**src/rtl/irqc_pkg.sv**
```systemverilog
// Package irqc_pkg: shared sizes and register offsets for the interrupt controller.
// Assumes NSRC does not exceed DATA_W.
package irqc_pkg;
    localparam int unsigned NSRC   = 22;
    localparam int unsigned ADDR_W = 5;
    localparam int unsigned DATA_W = 32;

    localparam int unsigned OFS_STATUS = 'h00;
    localparam int unsigned OFS_RAW    = 'h04;
    localparam int unsigned OFS_ENSET  = 'h08;
    localparam int unsigned OFS_ENCLR  = 'h0C;
    localparam int unsigned OFS_SWSET  = 'h10;
    localparam int unsigned OFS_SWCLR  = 'h14;
endpackage

```
**src/rtl/irqc_enable_reg.sv**
```systemverilog
// Module irqc_enable_reg: holds the enable bits and the software request flag.
// Only the set/clear strobe locations change state. Assumes the address decoding is exact.
module irqc_enable_reg
    import irqc_pkg::*;
#(
    parameter int unsigned N  = NSRC,
    parameter int unsigned AW = ADDR_W,
    parameter int unsigned DW = DATA_W
) (
    input  logic          clk,
    input  logic          rst_n,
    input  logic [AW-1:0] addr_i,
    input  logic          wr_en_i,
    input  logic [DW-1:0] wdata_i,
    output logic [N-1:0]  en_q,
    output logic          sw_q
);
    localparam logic [AW-1:0] A_SET   = OFS_ENSET[AW-1:0];
    localparam logic [AW-1:0] A_CLR   = OFS_ENCLR[AW-1:0];
    localparam logic [AW-1:0] A_SWSET = OFS_SWSET[AW-1:0];
    localparam logic [AW-1:0] A_SWCLR = OFS_SWCLR[AW-1:0];

    logic [N-1:0] wbits;
    assign wbits = wdata_i[N-1:0];

    // Enable register: set on 1s at the set location, clear on 1s at the clear location.
    always_ff @(posedge clk) begin
        if (!rst_n)
            en_q <= '0;
        else if (wr_en_i && addr_i == A_SET)
            en_q <= en_q | wbits;
        else if (wr_en_i && addr_i == A_CLR)
            en_q <= en_q & ~wbits;
    end

    // Software flag: set or clear from data bit 0 at its own two locations.
    always_ff @(posedge clk) begin
        if (!rst_n)
            sw_q <= 1'b0;
        else if (wr_en_i && addr_i == A_SWSET && wdata_i[0])
            sw_q <= 1'b1;
        else if (wr_en_i && addr_i == A_SWCLR && wdata_i[0])
            sw_q <= 1'b0;
    end
endmodule

```
**src/rtl/irqc_line.sv**
```systemverilog
// Module irqc_line: builds raw and masked source vectors and registers the OR as the request line.
// Assumes the hardware inputs are already synchronous to clk.
module irqc_line
    import irqc_pkg::*;
#(
    parameter int unsigned N = NSRC
) (
    input  logic         clk,
    input  logic         rst_n,
    input  logic [N-2:0] hw_irq_i,
    input  logic         sw_q,
    input  logic [N-1:0] en_q,
    output logic [N-1:0] raw,
    output logic [N-1:0] masked,
    output logic         irq_o
);
    // Raw vector: software flag at bit 0, hardware levels above it.
    always_comb raw = {hw_irq_i, sw_q};

    // Masked vector: raw filtered by the enable bits.
    always_comb masked = raw & en_q;

    // Request line register: one cycle behind the masked OR.
    always_ff @(posedge clk) begin
        if (!rst_n) irq_o <= 1'b0;
        else        irq_o <= |masked;
    end
endmodule

```
**src/rtl/irqc_read_port.sv**
```systemverilog
// Module irqc_read_port: registered read multiplexer. Write-only and unmapped offsets return zero.
// Assumes N <= DW.
module irqc_read_port
    import irqc_pkg::*;
#(
    parameter int unsigned N  = NSRC,
    parameter int unsigned AW = ADDR_W,
    parameter int unsigned DW = DATA_W
) (
    input  logic          clk,
    input  logic          rst_n,
    input  logic [AW-1:0] addr_i,
    input  logic [N-1:0]  raw,
    input  logic [N-1:0]  masked,
    input  logic [N-1:0]  en_q,
    output logic [DW-1:0] rdata_o
);
    localparam logic [AW-1:0] A_STAT = OFS_STATUS[AW-1:0];
    localparam logic [AW-1:0] A_RAW  = OFS_RAW[AW-1:0];
    localparam logic [AW-1:0] A_EN   = OFS_ENSET[AW-1:0];

    logic [N-1:0] sel;

    // Source selection by offset.
    always_comb begin
        case (addr_i)
            A_STAT:  sel = masked;
            A_RAW:   sel = raw;
            A_EN:    sel = en_q;
            default: sel = '0;
        endcase
    end

    // Read data register, zero-extended to the bus width.
    always_ff @(posedge clk) begin
        if (!rst_n) rdata_o <= '0;
        else        rdata_o <= DW'(sel);
    end
endmodule

```
**src/rtl/irq_mask_ctrl.sv**
```systemverilog
// Module irq_mask_ctrl: per-processor maskable interrupt controller (top).
// Assumes a synchronous bus with one access per cycle and synchronous active-low reset.
module irq_mask_ctrl
    import irqc_pkg::*;
#(
    parameter int unsigned N  = NSRC,
    parameter int unsigned AW = ADDR_W,
    parameter int unsigned DW = DATA_W
) (
    input  logic          clk,
    input  logic          rst_n,
    input  logic [N-2:0]  hw_irq_i,
    input  logic [AW-1:0] addr_i,
    input  logic          wr_en_i,
    input  logic [DW-1:0] wdata_i,
    output logic [DW-1:0] rdata_o,
    output logic          irq_o
);
    logic [N-1:0] en_q;
    logic         sw_q;
    logic [N-1:0] raw;
    logic [N-1:0] masked;

    irqc_enable_reg #(.N(N), .AW(AW), .DW(DW)) u_en (
        .clk(clk), .rst_n(rst_n), .addr_i(addr_i), .wr_en_i(wr_en_i),
        .wdata_i(wdata_i), .en_q(en_q), .sw_q(sw_q)
    );

    irqc_line #(.N(N)) u_line (
        .clk(clk), .rst_n(rst_n), .hw_irq_i(hw_irq_i), .sw_q(sw_q),
        .en_q(en_q), .raw(raw), .masked(masked), .irq_o(irq_o)
    );

    irqc_read_port #(.N(N), .AW(AW), .DW(DW)) u_rd (
        .clk(clk), .rst_n(rst_n), .addr_i(addr_i), .raw(raw),
        .masked(masked), .en_q(en_q), .rdata_o(rdata_o)
    );
endmodule

```
**config.mk**
```make
export PLATFORM = sky130hd
export DESIGN_NAME = irq_mask_ctrl
export DESIGN_NICKNAME = d
export VERILOG_FILES = /design/src/rtl/irqc_pkg.sv /design/src/rtl/irqc_enable_reg.sv /design/src/rtl/irqc_line.sv /design/src/rtl/irqc_read_port.sv /design/src/rtl/irq_mask_ctrl.sv
export SDC_FILE = /design/constraint.sdc
export NUM_CORES = 1
export LEC_CHECK = 0
export BUFFER_PORTS_ARGS = -buffer_cell sky130_fd_sc_hd__clkbuf_2
export CAP_MARGIN = 20
export CELL_PAD_IN_SITES_DETAIL_PLACEMENT = 0
export CELL_PAD_IN_SITES_GLOBAL_PLACEMENT = 2
export CORE_AREA = 2 2 100 102
export CTS_CLUSTER_DIAMETER = 80
export CTS_CLUSTER_SIZE = 14
export DETAILED_ROUTE_END_ITERATION = 8
export DIE_AREA = 0 0 102 104
export PLACE_DENSITY = 0.81
export SETUP_SLACK_MARGIN = 0.5
export SKIP_LAST_GASP = 1
export SLEW_MARGIN = 10
export SYNTH_ARGS = -nofsm -noshare
export SYNTH_HDL_FRONTEND = slang
export SYNTH_HIERARCHICAL = 1
export SYNTH_SLANG_ARGS = --single-unit
```
**constraint.sdc**
```tcl
create_clock -name clk -period 2.4 [get_ports clk]
set_clock_uncertainty 0.1 [all_clocks]
set_input_delay 0.24 -clock clk [delete_from_list [all_inputs] [get_ports clk]]
set_output_delay 0.24 -clock clk [all_outputs]
set_load 0.05 [all_outputs]
```
== Word level (Yosys, flattened, before mapping) ==
Cells that the tools add are included.
Word-level totals
  flip-flop bits (word level): 56
  input bits: 61
  output and inout bits: 33
Operators by class
  eq/ne operators: 5
  muxes and demuxes: 5
  bitwise operators: 4
  reductions and logical operators: 10
Operators by type and width (number)
  case mux 22 bit (3 select lines): 1
  AND 22 bit: 2
  2-to-1 mux 22 bit: 2
  inverter 22 bit: 1
  OR 22 bit: 1
  OR reduction 22 bit: 1
  equality test 5 x 4 -> 1 bit (second input constant): 2
  equality test 5 bit (second input constant): 2
  logical AND 1 bit: 6
  equality test 5 x 3 -> 1 bit (second input constant): 1
  zero test 5 bit: 1
  nonzero test 2 bit: 2
  2-to-1 mux 1 bit: 2

== Longest topological paths before layout ==
Gate-level depths: netlist of the first run.
  word-level depth: 5
  depth in mapped cells: 6
  mapped depth without buffers: 4

== Modules after synthesis ==
The synthesis of the first run kept the hierarchy.
Modules (own cells, without submodules)
  irqc_read_port: times used 1, cells each 115, area each 1296.2 µm², sequential area each 440.4 µm²
  irqc_enable_reg: times used 1, cells each 86, area each 1082.3 µm², sequential area each 460.4 µm²
  irqc_line: times used 1, cells each 55, area each 396.6 µm², sequential area each 20.0 µm²

== Worst setup path before layout of the first run ==
Ideal clock, no wire load.
  path kind: register to register
  start: register (tool-made name)
  end: register u_line.irq_o
  setup time: 0.120 ns
  data arrival time: 1.643 ns
  data required time: 2.180 ns
  setup slack: 0.538 ns
  stages on the path, launching flop included: 5
  clock period less this slack: 1.862 ns
  path through: dfxtp_1 > and2_4 > or4_1 > or4_1 > o31a_1
RTL lines
  end signal: assignment: RTL line irqc_line.sv:26  | else irq_o <= |masked;
  end: declaration: RTL line irqc_line.sv:15  | output logic irq_o

==> results of run 1 <==
[report_power, final]
group	switching [mW]	leakage [nW]	total, mW	internal [mW]
Sequential	0.00494	0.374	0.774	0.769
Combinational	0.148	0.813	0.239	0.0912
Clock	0.242	0.0383	0.442	0.201
Total	0.394	1.23	1.46	1.06
[critical path, delay by kind of cell (launching register included)]
kind	cells	cell delay, ps
AOI/OAI and AO/OA	1	280
DFF	1	330
and+or+nand+nor	3	1090
[cells in the final DEF (no fill, tap or decap), types with 2 or more instances in the layout]
cell / Yosys / layout
sky130_fd_sc_hd__clkbuf_2: 0 / 73
sky130_fd_sc_hd__dfxtp_1: 46 / 39
sky130_fd_sc_hd__a41oi_1: 22 / 22
sky130_fd_sc_hd__a32oi_1: 22 / 22
sky130_fd_sc_hd__nor2_1: 21 / 21
sky130_fd_sc_hd__a211oi_2: 20 / 20
sky130_fd_sc_hd__mux2_4: 19 / 19
sky130_fd_sc_hd__and2_1: 21 / 18
sky130_fd_sc_hd__buf_4: 34 / 13
sky130_fd_sc_hd__conb_1: 1 / 10
sky130_fd_sc_hd__dfxtp_2: 0 / 7
sky130_fd_sc_hd__clkbuf_8: 0 / 5
sky130_fd_sc_hd__and2_4: 1 / 4
sky130_fd_sc_hd__or2_2: 4 / 4
sky130_fd_sc_hd__or4_4: 0 / 3
sky130_fd_sc_hd__mux2_2: 3 / 3
sky130_fd_sc_hd__clkbuf_1: 2 / 2
sky130_fd_sc_hd__nor2_2: 2 / 2
sky130_fd_sc_hd__a211oi_1: 2 / 2
sky130_fd_sc_hd__or4_1: 5 / 2
[metrics by stage]
stage	instance area, sq um	power (mW)
6_report	3100	1.46
5_1_grt	3100	1.51
4_1_cts	3070	1.47
3_5_place_dp	2960	1.03
3_3_place_gp	2960	1.02
2_1_floorplan	2810	0.987
[worst max path at each step]
stage	cells past startpoint	slack, ps	endpoint	startpoint
finish	4	490	u_line/irq_o	register
global route	4	470	u_line/irq_o	register
CTS	4	520	u_line/irq_o	register
detailed placement	5	370	u_line/irq_o	hw_irq_i[6]
global placement	5	370	u_line/irq_o	hw_irq_i[6]
floorplan	4	540	u_line/irq_o	register
[cell families (layout without fill, tap and decap cells)]
| kind of cell | Yosys count | count (layout) | share of synthesized area |
|---|---|---|---|
| AND/OR/NAND/NOR | 64 | 64 | 0.150 |
| other | 1 | 10 | 0.00135 |
| AO/OA/AOI/OAI | 69 | 69 | 0.243 |
| flip-flops | 46 | 46 | 0.332 |
| multiplexers | 22 | 22 | 0.115 |
| buffers and inverters | 54 | 94 | 0.159 |
[layout make-up]
cell class | count | area, sq um
inverters | 1 | 3.75
flip-flops and latches | 46 | 930
repair buffers | 86 | 463
well taps | 133 | 166
fillers | 1038 | 6440
multi-input cells | 165 | 1470
clock buffers | 7 | 76.3
[cell usage after synthesis, types with 2 or more instances]
cell and instances:
sky130_fd_sc_hd__a211oi_1 2, sky130_fd_sc_hd__a211oi_2 20, sky130_fd_sc_hd__a32oi_1 22, sky130_fd_sc_hd__a41oi_1 22
sky130_fd_sc_hd__and2_1 21, sky130_fd_sc_hd__buf_12 2, sky130_fd_sc_hd__buf_2 6, sky130_fd_sc_hd__buf_4 34
sky130_fd_sc_hd__buf_6 8, sky130_fd_sc_hd__clkbuf_1 2, sky130_fd_sc_hd__dfxtp_1 46, sky130_fd_sc_hd__mux2_2 3
sky130_fd_sc_hd__mux2_4 19, sky130_fd_sc_hd__nor2_1 21, sky130_fd_sc_hd__nor2_2 2, sky130_fd_sc_hd__or2_2 4
sky130_fd_sc_hd__or4_1 5
[what timing repair did]
action | in CTS | in global routing
hold buffers | 0 | 0
endpoints found under the setup margin | 1 | 1
pin swaps | 4 | 3
gates resized for setup | 6 | 7
buffers inserted | 4 | 2
[routing by layer]
layer / up-vias / GRT usage
met2: 59 / 0.208
li1: 1033 / -
met4: 0 / 0.0371
met5: - / 0
met3: 4 / 0.0450
met1: 1019 / 0.165
==> results.md, run 1 <==
Status:
- The flow ran to the end, and the final reports show no timing, DRC or antenna violations.

Timing:
- On the final layout, the worst hold slack is 24.0 ps.
- The setup total negative slack is 0 ps.
- The slew at the pin with the worst max-slew slack is 600 ps.
- The time the worst path needs with I/O delays and setup is 1910 ps.
- Of the available clock period, the critical path in the final layout requires 0.795.
- Setup slack closes at 492 ps.
- The setup-violating endpoint count in the final report is 0.
- The fmax is 0.524 GHz.
- The worst pin sits at a relative slew slack of 0.600.
- The hold violation count in the final report was 0.
- The max-slew violation count is 0.
- Setup repair after global routing could not meet its margin everywhere.

Critical path:
- The largest single stage delay on the critical path is 520 ps.
- The signal on the critical path passes through and2_4, or4_4, or4_4, o31a_1.
- The maximum net fanout on the critical path is 2.
- The data arrival at the endpoint of the critical path is 2000 ps.
- The critical path is of the reg2reg type.
- The worst setup path is captured at a register.
- For the worst setup path, the data required time is 2490 ps.
- The setup check on the worst reg-to-reg path leaves a slack of 490 ps.
- The largest individual stage delay along the critical path comes from the cell sky130_fd_sc_hd__or4_4.
- The dominant cell type by count on the critical path is sky130_fd_sc_hd__or4_4.
- The critical register-to-register path endpoint is u_line/irq_o.
- The path depth of the worst reg2reg path is 4.
- The worst setup path is launched from a register.

Logic synthesis:
- In the post-synthesis netlist, the biggest area contributors are sky130_fd_sc_hd__dfxtp_1 33%, sky130_fd_sc_hd__mux2_4 10%, sky130_fd_sc_hd__buf_4 9.2%.
- The total of warnings raised by yosys is 6.
- In the synthesized netlist the dominant register cell turns out to be sky130_fd_sc_hd__dfxtp_1.
- The synthesized design contains 46 register bits.
- Yosys mapped a number of flops with a built-in enable equal to 0.
- A synthesized cell averages 10.8 sq um.
- The top cell type's share of synthesized area is 0.332.
- The synthesized instance count is 256.
- In the synthesized netlist the async set-or-reset flop fraction comes to 0.
- The netlist area before placement is 2780 sq um.
- Of the synthesized area, sequential elements account for 0.332.
- The synthesized netlist contains 34 unique library cells.
- The cell type contributing the most total cell area after synthesis is sky130_fd_sc_hd__dfxtp_1.

Place:
- The worst slack at placement is 373 ps.
- The congestion estimate from routability-driven global placement came to 0.752.
- In this run the tool buffered the top-level ports with 73 buffer cells.
- The cell total after placement is 425.
- The detailed-placement wirelength estimate is 5060 um.

Clocking:
- The clock root buffer is sky130_fd_sc_hd__clkbuf_8.
- The number of clock buffers added by TritonCTS is 5.
- The number of H-tree levels is 2.
- The number of clock sinks seen by CTS is 46.
- The TritonCTS clock tree is yes.
- The worst-case clock buffer depth is 2.
- The later pin in the worst-skew pair is clocked with a latency of 300 ps.
- After clock tree synthesis, the clock-pin slew on the worst setup and hold paths is 80 ps.

Routing:
- The routed design has 6820 um of wire.
- For this run, design rule violations remaining after detail routing come to 0.
- The detailed router finished its first iteration with 149 violations.
- The highest layer used for signal routing is met4.
- The routed wire length on met2 is 3260 um.
- The routed length on met1 is 2970 um.
- The detail-routed net length per standard cell is 15.6 um.
- The number of nets with antenna violations after detailed routing is 0.
- The routed via count is 2115.
- The vias per cell is 4.83.
- The total met3 wirelength after detailed routing is 518 um.
- The total iterations of the first detailed-routing run is 4.

Worst hold path:
- The class of the tightest hold or removal check is in2reg.
- The cell depth of the worst min-delay path is 2.
- The start point of the worst hold path is wdata_i[6].

Floorplanning:
- Row generation in the floorplan step produced 36 rows.
- In this run the horizontal extent of the chip is 102 um.
- The I/O pin total is 94.
- From bottom edge to top edge, the die measures 104 um.
- The die footprint is 10600 sq um.
- The core region area is 9550 sq um.
- The initial utilization of the core area, before any placement, comes to 0.291.

Power:
- For this design the static power due to leakage is 1.23 nW.
- The maximum ir drop on the vdd rail is 0.194 mV.
- For this design the ratio of total power to cell area is 469 nW/um^2.

Global route:
- After global routing the overflow that remains totals 0.
- The number of antenna violations at the first check in global routing is 0.
- Across every metal layer, demand over resource in global routing totals 0.130.
- Entering global routing, the biggest net connects 24 pins.
- The number of global-route vias before repair is 2081.
- The first-pass GRT wire length is 11000 um.

Layout:
- The share of final-layout standard cells stronger than drive strength 1 is 0.521.
- The final net count is 366.
- Compared with the post-synthesis result, the final layout area differs by 11.9%.
- The final core utilization is 0.325.
- The final instance count without filler cells is 438.
- The count of antenna diodes in the layout is 0.

Run:
- Across the run, the number of max-cap violations was 0.
Power figures use the tool's default switching activity.
==> inputs of run 2 (changes only) <==
--- a/config.mk
+++ b/config.mk
@@ -9,12 +9,12 @@
 export CAP_MARGIN = 20
 export CELL_PAD_IN_SITES_DETAIL_PLACEMENT = 0
 export CELL_PAD_IN_SITES_GLOBAL_PLACEMENT = 2
-export CORE_AREA = 2 2 100 102
+export CORE_AREA = 2 2 103 105
 export CTS_CLUSTER_DIAMETER = 80
 export CTS_CLUSTER_SIZE = 14
 export DETAILED_ROUTE_END_ITERATION = 8
-export DIE_AREA = 0 0 102 104
-export PLACE_DENSITY = 0.81
+export DIE_AREA = 0 0 105 107
+export PLACE_DENSITY = 0.8
 export SETUP_SLACK_MARGIN = 0.5
 export SKIP_LAST_GASP = 1
 export SLEW_MARGIN = 10
==> constraint.sdc (replaced) <==
create_clock -name clk -period 1.7 [get_ports clk]
set_clock_uncertainty 0.1 [all_clocks]
set_input_delay 0.17 -clock clk [delete_from_list [all_inputs] [get_ports clk]]
set_output_delay 0.17 -clock clk [all_outputs]
set_load 0.05 [all_outputs]
==> run 2 against run 1 <==
The run now ends with negative setup slack left. Die area rose by 5.9%. Sequential share of layout area fell by 4.0 points. Flip-flop and latch count did not move. Critical path depth did not move. Critical endpoint unchanged. Critical path type unchanged. Clock power rose by 84%. Hold slack improved by 22 ps.
==> results.md, run 2 (synthesized netlist as in run 1, its figures left out) <==
Critical path:
- In this run the worst path has a maximum fanout of 2.
- STA classifies the critical path startpoint as a register.
- The end of the critical path is u_line/irq_o.
- The worst setup path is captured at a register.
- For the worst setup path, the data required time is 1800 ps.
- The setup check on the worst reg-to-reg path leaves a slack of -150 ps.
- The data arrival at the endpoint of the critical path is 1940 ps.
- The path depth of the worst reg2reg path is 4.
- The endpoint identified for the worst register-to-register timing path is u_line/irq_o.
- The setup path with the least slack is of type reg2reg.

Timing:
- Setup slack on the critical path of the routed design comes to -145 ps.
- The setup-violating endpoint count in the final report is 1.
- The fmax is 0.542 GHz.
- The time the worst path needs with I/O delays and setup is 1850 ps.
- The hold violation count in the final report is 0.
- The max-slew violation count is 0.
- In the finished design, the share of the clock period the worst path needs comes to 1.09.
- Setup repair after global routing could not meet its margin everywhere.

Place:
- The detailed-placement wirelength estimate is 5470 um.
- The cell total after placement is 451.
- Routability-driven placement finished with a final weighted congestion of 0.803.
- The instance area after placement is 3140 sq um.
- Buffers placed on the I/O ports in this run total 73.

Floorplanning:
- The die footprint is 11200 sq um.
- In this run the horizontal extent of the chip is 105 um.
- The region available for standard cell placement spans 10100 sq um.
- The die is 107 um tall.
- The starting density of the core is 0.275.
- The I/O pin total is 94.
- The site row count is 37.

Routing:
- The detail-routed net length per standard cell is 15.5 um.
- The number of nets with antenna violations after detailed routing is 0.
- The final routed DRC violation total is 0.
- For this block, wires on met1 add up to 3430 um.
- The highest layer used for signal routing is met4.
- The aggregate routed wire length is 7530 um.
- In the detailed route, the total length drawn on met3 is 343 um.
- The routed wire length on met2 is 3580 um.
- The total iterations of the first detailed-routing run is 4.
- For this block, the initial DRC count from the detailed router was 111.
- Using the TritonRoute via totals, the vias-per-cell ratio works out to 4.79.
- The routed via count is 2322.

Layout:
- Of the cells placed in the final design, the portion with a size suffix greater than 1 is 0.587.
- After the flow finishes, the layout carries non-filler instances totaling 485.
- The final-layout fill cell count is 1077.
- The final net count is 409.
- The area occupied by registers is 945 sq um.
- Summing all non-filler instances in the final layout gives an area of 3640 sq um.
- In the layout the commonest cells are 68 x sky130_fd_sc_hd__clkbuf_2, 32 x sky130_fd_sc_hd__buf_4, 31 x sky130_fd_sc_hd__dfxtp_1.
- The total area of multi-input combinational cells is 1570 sq um.
- The count of antenna diodes in the layout is 0.
- Leaving out fill and tap cells, the most frequent cell in the layout is sky130_fd_sc_hd__clkbuf_2.
- The area growth from synthesis to final layout is 31.1%.

Clocking:
- The number of clock sinks seen by CTS is 46.
- The clock transition at the register clock pins on the worst setup and hold paths after CTS is 90 ps.
- The TritonCTS clock tree is yes.
- The number of H-tree levels is 2.
- The worst-case clock buffer depth is 2.
- TritonCTS created 5 clock buffers.
- The clock latency reported for the late side of the worst-skew pair is 300 ps.
- The cell sitting at the root of the clock tree is a sky130_fd_sc_hd__clkbuf_8.

Power:
- The clock share of power is 0.351.
- Of the total power, registers draw 0.469.
- The proportion of total power due to net switching is 0.268.
- The share of total power in combinational logic is 0.179.
- For this design the ratio of total power to cell area is 637 nW/um^2.
- The static power due to leakage is 1.55 nW.
- The maximum ir drop on the vdd rail is 0.224 mV.
- The power consumption is 2.32 mW.
- The switching power total is 0.622 mW.
- The internal power component is 1.70 mW.

Global route:
- The total congestion overflow after global routing is 0.
- The number of antenna violations at the first check in global routing is 0.
- Entering global routing, the biggest net connects 24 pins.
- The number of global-route vias before repair came to 2237.
- For this run, the total global-route usage over all layers was measured as 0.129.
- The first-pass GRT wire length is 11600 um.

Status:
- The run finished, with violations left.
- The final reports fail on negative setup slack.

Worst hold path:
- The worst hold path belongs to the class in2reg.

Run:
- The number of max-cap violations is 0.
-- run 2: changes by cell type in the layout (fill, tap and decap cells not counted), sizes merged --
cell         change
buf             +23
bufinv           +1
clkinv           +2
dlygate4sd3     +21
and4b            +2
clkbuf           -5
-- run 2: final cells by class --
cell class                 count  share of cell area
multi-input combinational    167               0.432
sequential                    46               0.260
timing repair buffer         127               0.231
tap                          136              0.0468
clock buffer                   5              0.0189
clock inverter                 3              0.0110
inverter                       1             0.00103
-- run 2: routing by layer --
metal	vias up	global-route usage
met1	1108	0.168
met2	76	0.209
met5	-	0
met3	14	0.0243
li1	1124	-
met4	0	0.0562
-- run 2: power by group through the flow --
stage	Sequential (mW)	Clock [mW]	Combinational, mW
global route	1.09	0.877	0.442
global placement	1.12	0	0.352
detailed placement	1.12	0	0.356
CTS	1.09	0.835	0.400
finish	1.09	0.815	0.416
floorplan	1.12	0	0.271
-- run 2: worst min path at each step --
stage                startpoint            to  slack, ps  cells past startpoint
floorplan            wdata_i[7]      register        160                      1
global placement    wdata_i[11]      register        280                      2
detailed placement  wdata_i[10]      register        280                      2
CTS                       rst_n  u_line/irq_o         30                      2
global route              rst_n  u_line/irq_o         40                      2
finish                    rst_n  u_line/irq_o         50                      2
-- run 2: critical path: stages (launching register included) --
cell and delay [ps]:
sky130_fd_sc_hd__dfxtp_1 320, sky130_fd_sc_hd__and2_1 140, sky130_fd_sc_hd__or4_1 500, sky130_fd_sc_hd__or4_1 400
sky130_fd_sc_hd__o31a_1 280
-- run 2: what timing repair did --
item | CTS | global route
resized for setup | 5 | 38
hold buffers | 21 | 0
setup buffers | 0 | 3
endpoints found under the hold margin | 21 | 0
pin swaps | 2 | 19
gates cloned | 1 | 1
endpoints found under the setup margin | 8 | 34
-- run 2: metrics by stage --
| step | util | setup slack [ps] | hold slack (ps) | TNS, ps |
|---|---|---|---|---|
| 6_report | 0.361 | -145 | 45.6 | -145 |
| 5_1_grt | 0.361 | -187 | 43.2 | -187 |
| 4_1_cts | 0.346 | -144 | 32.4 | -144 |
| 3_5_place_dp | 0.312 | -163 | 285 | -163 |
| 3_3_place_gp | 0.312 | -146 | 279 | -146 |
| 2_1_floorplan | - | -91.1 | 163 | -91.1 |
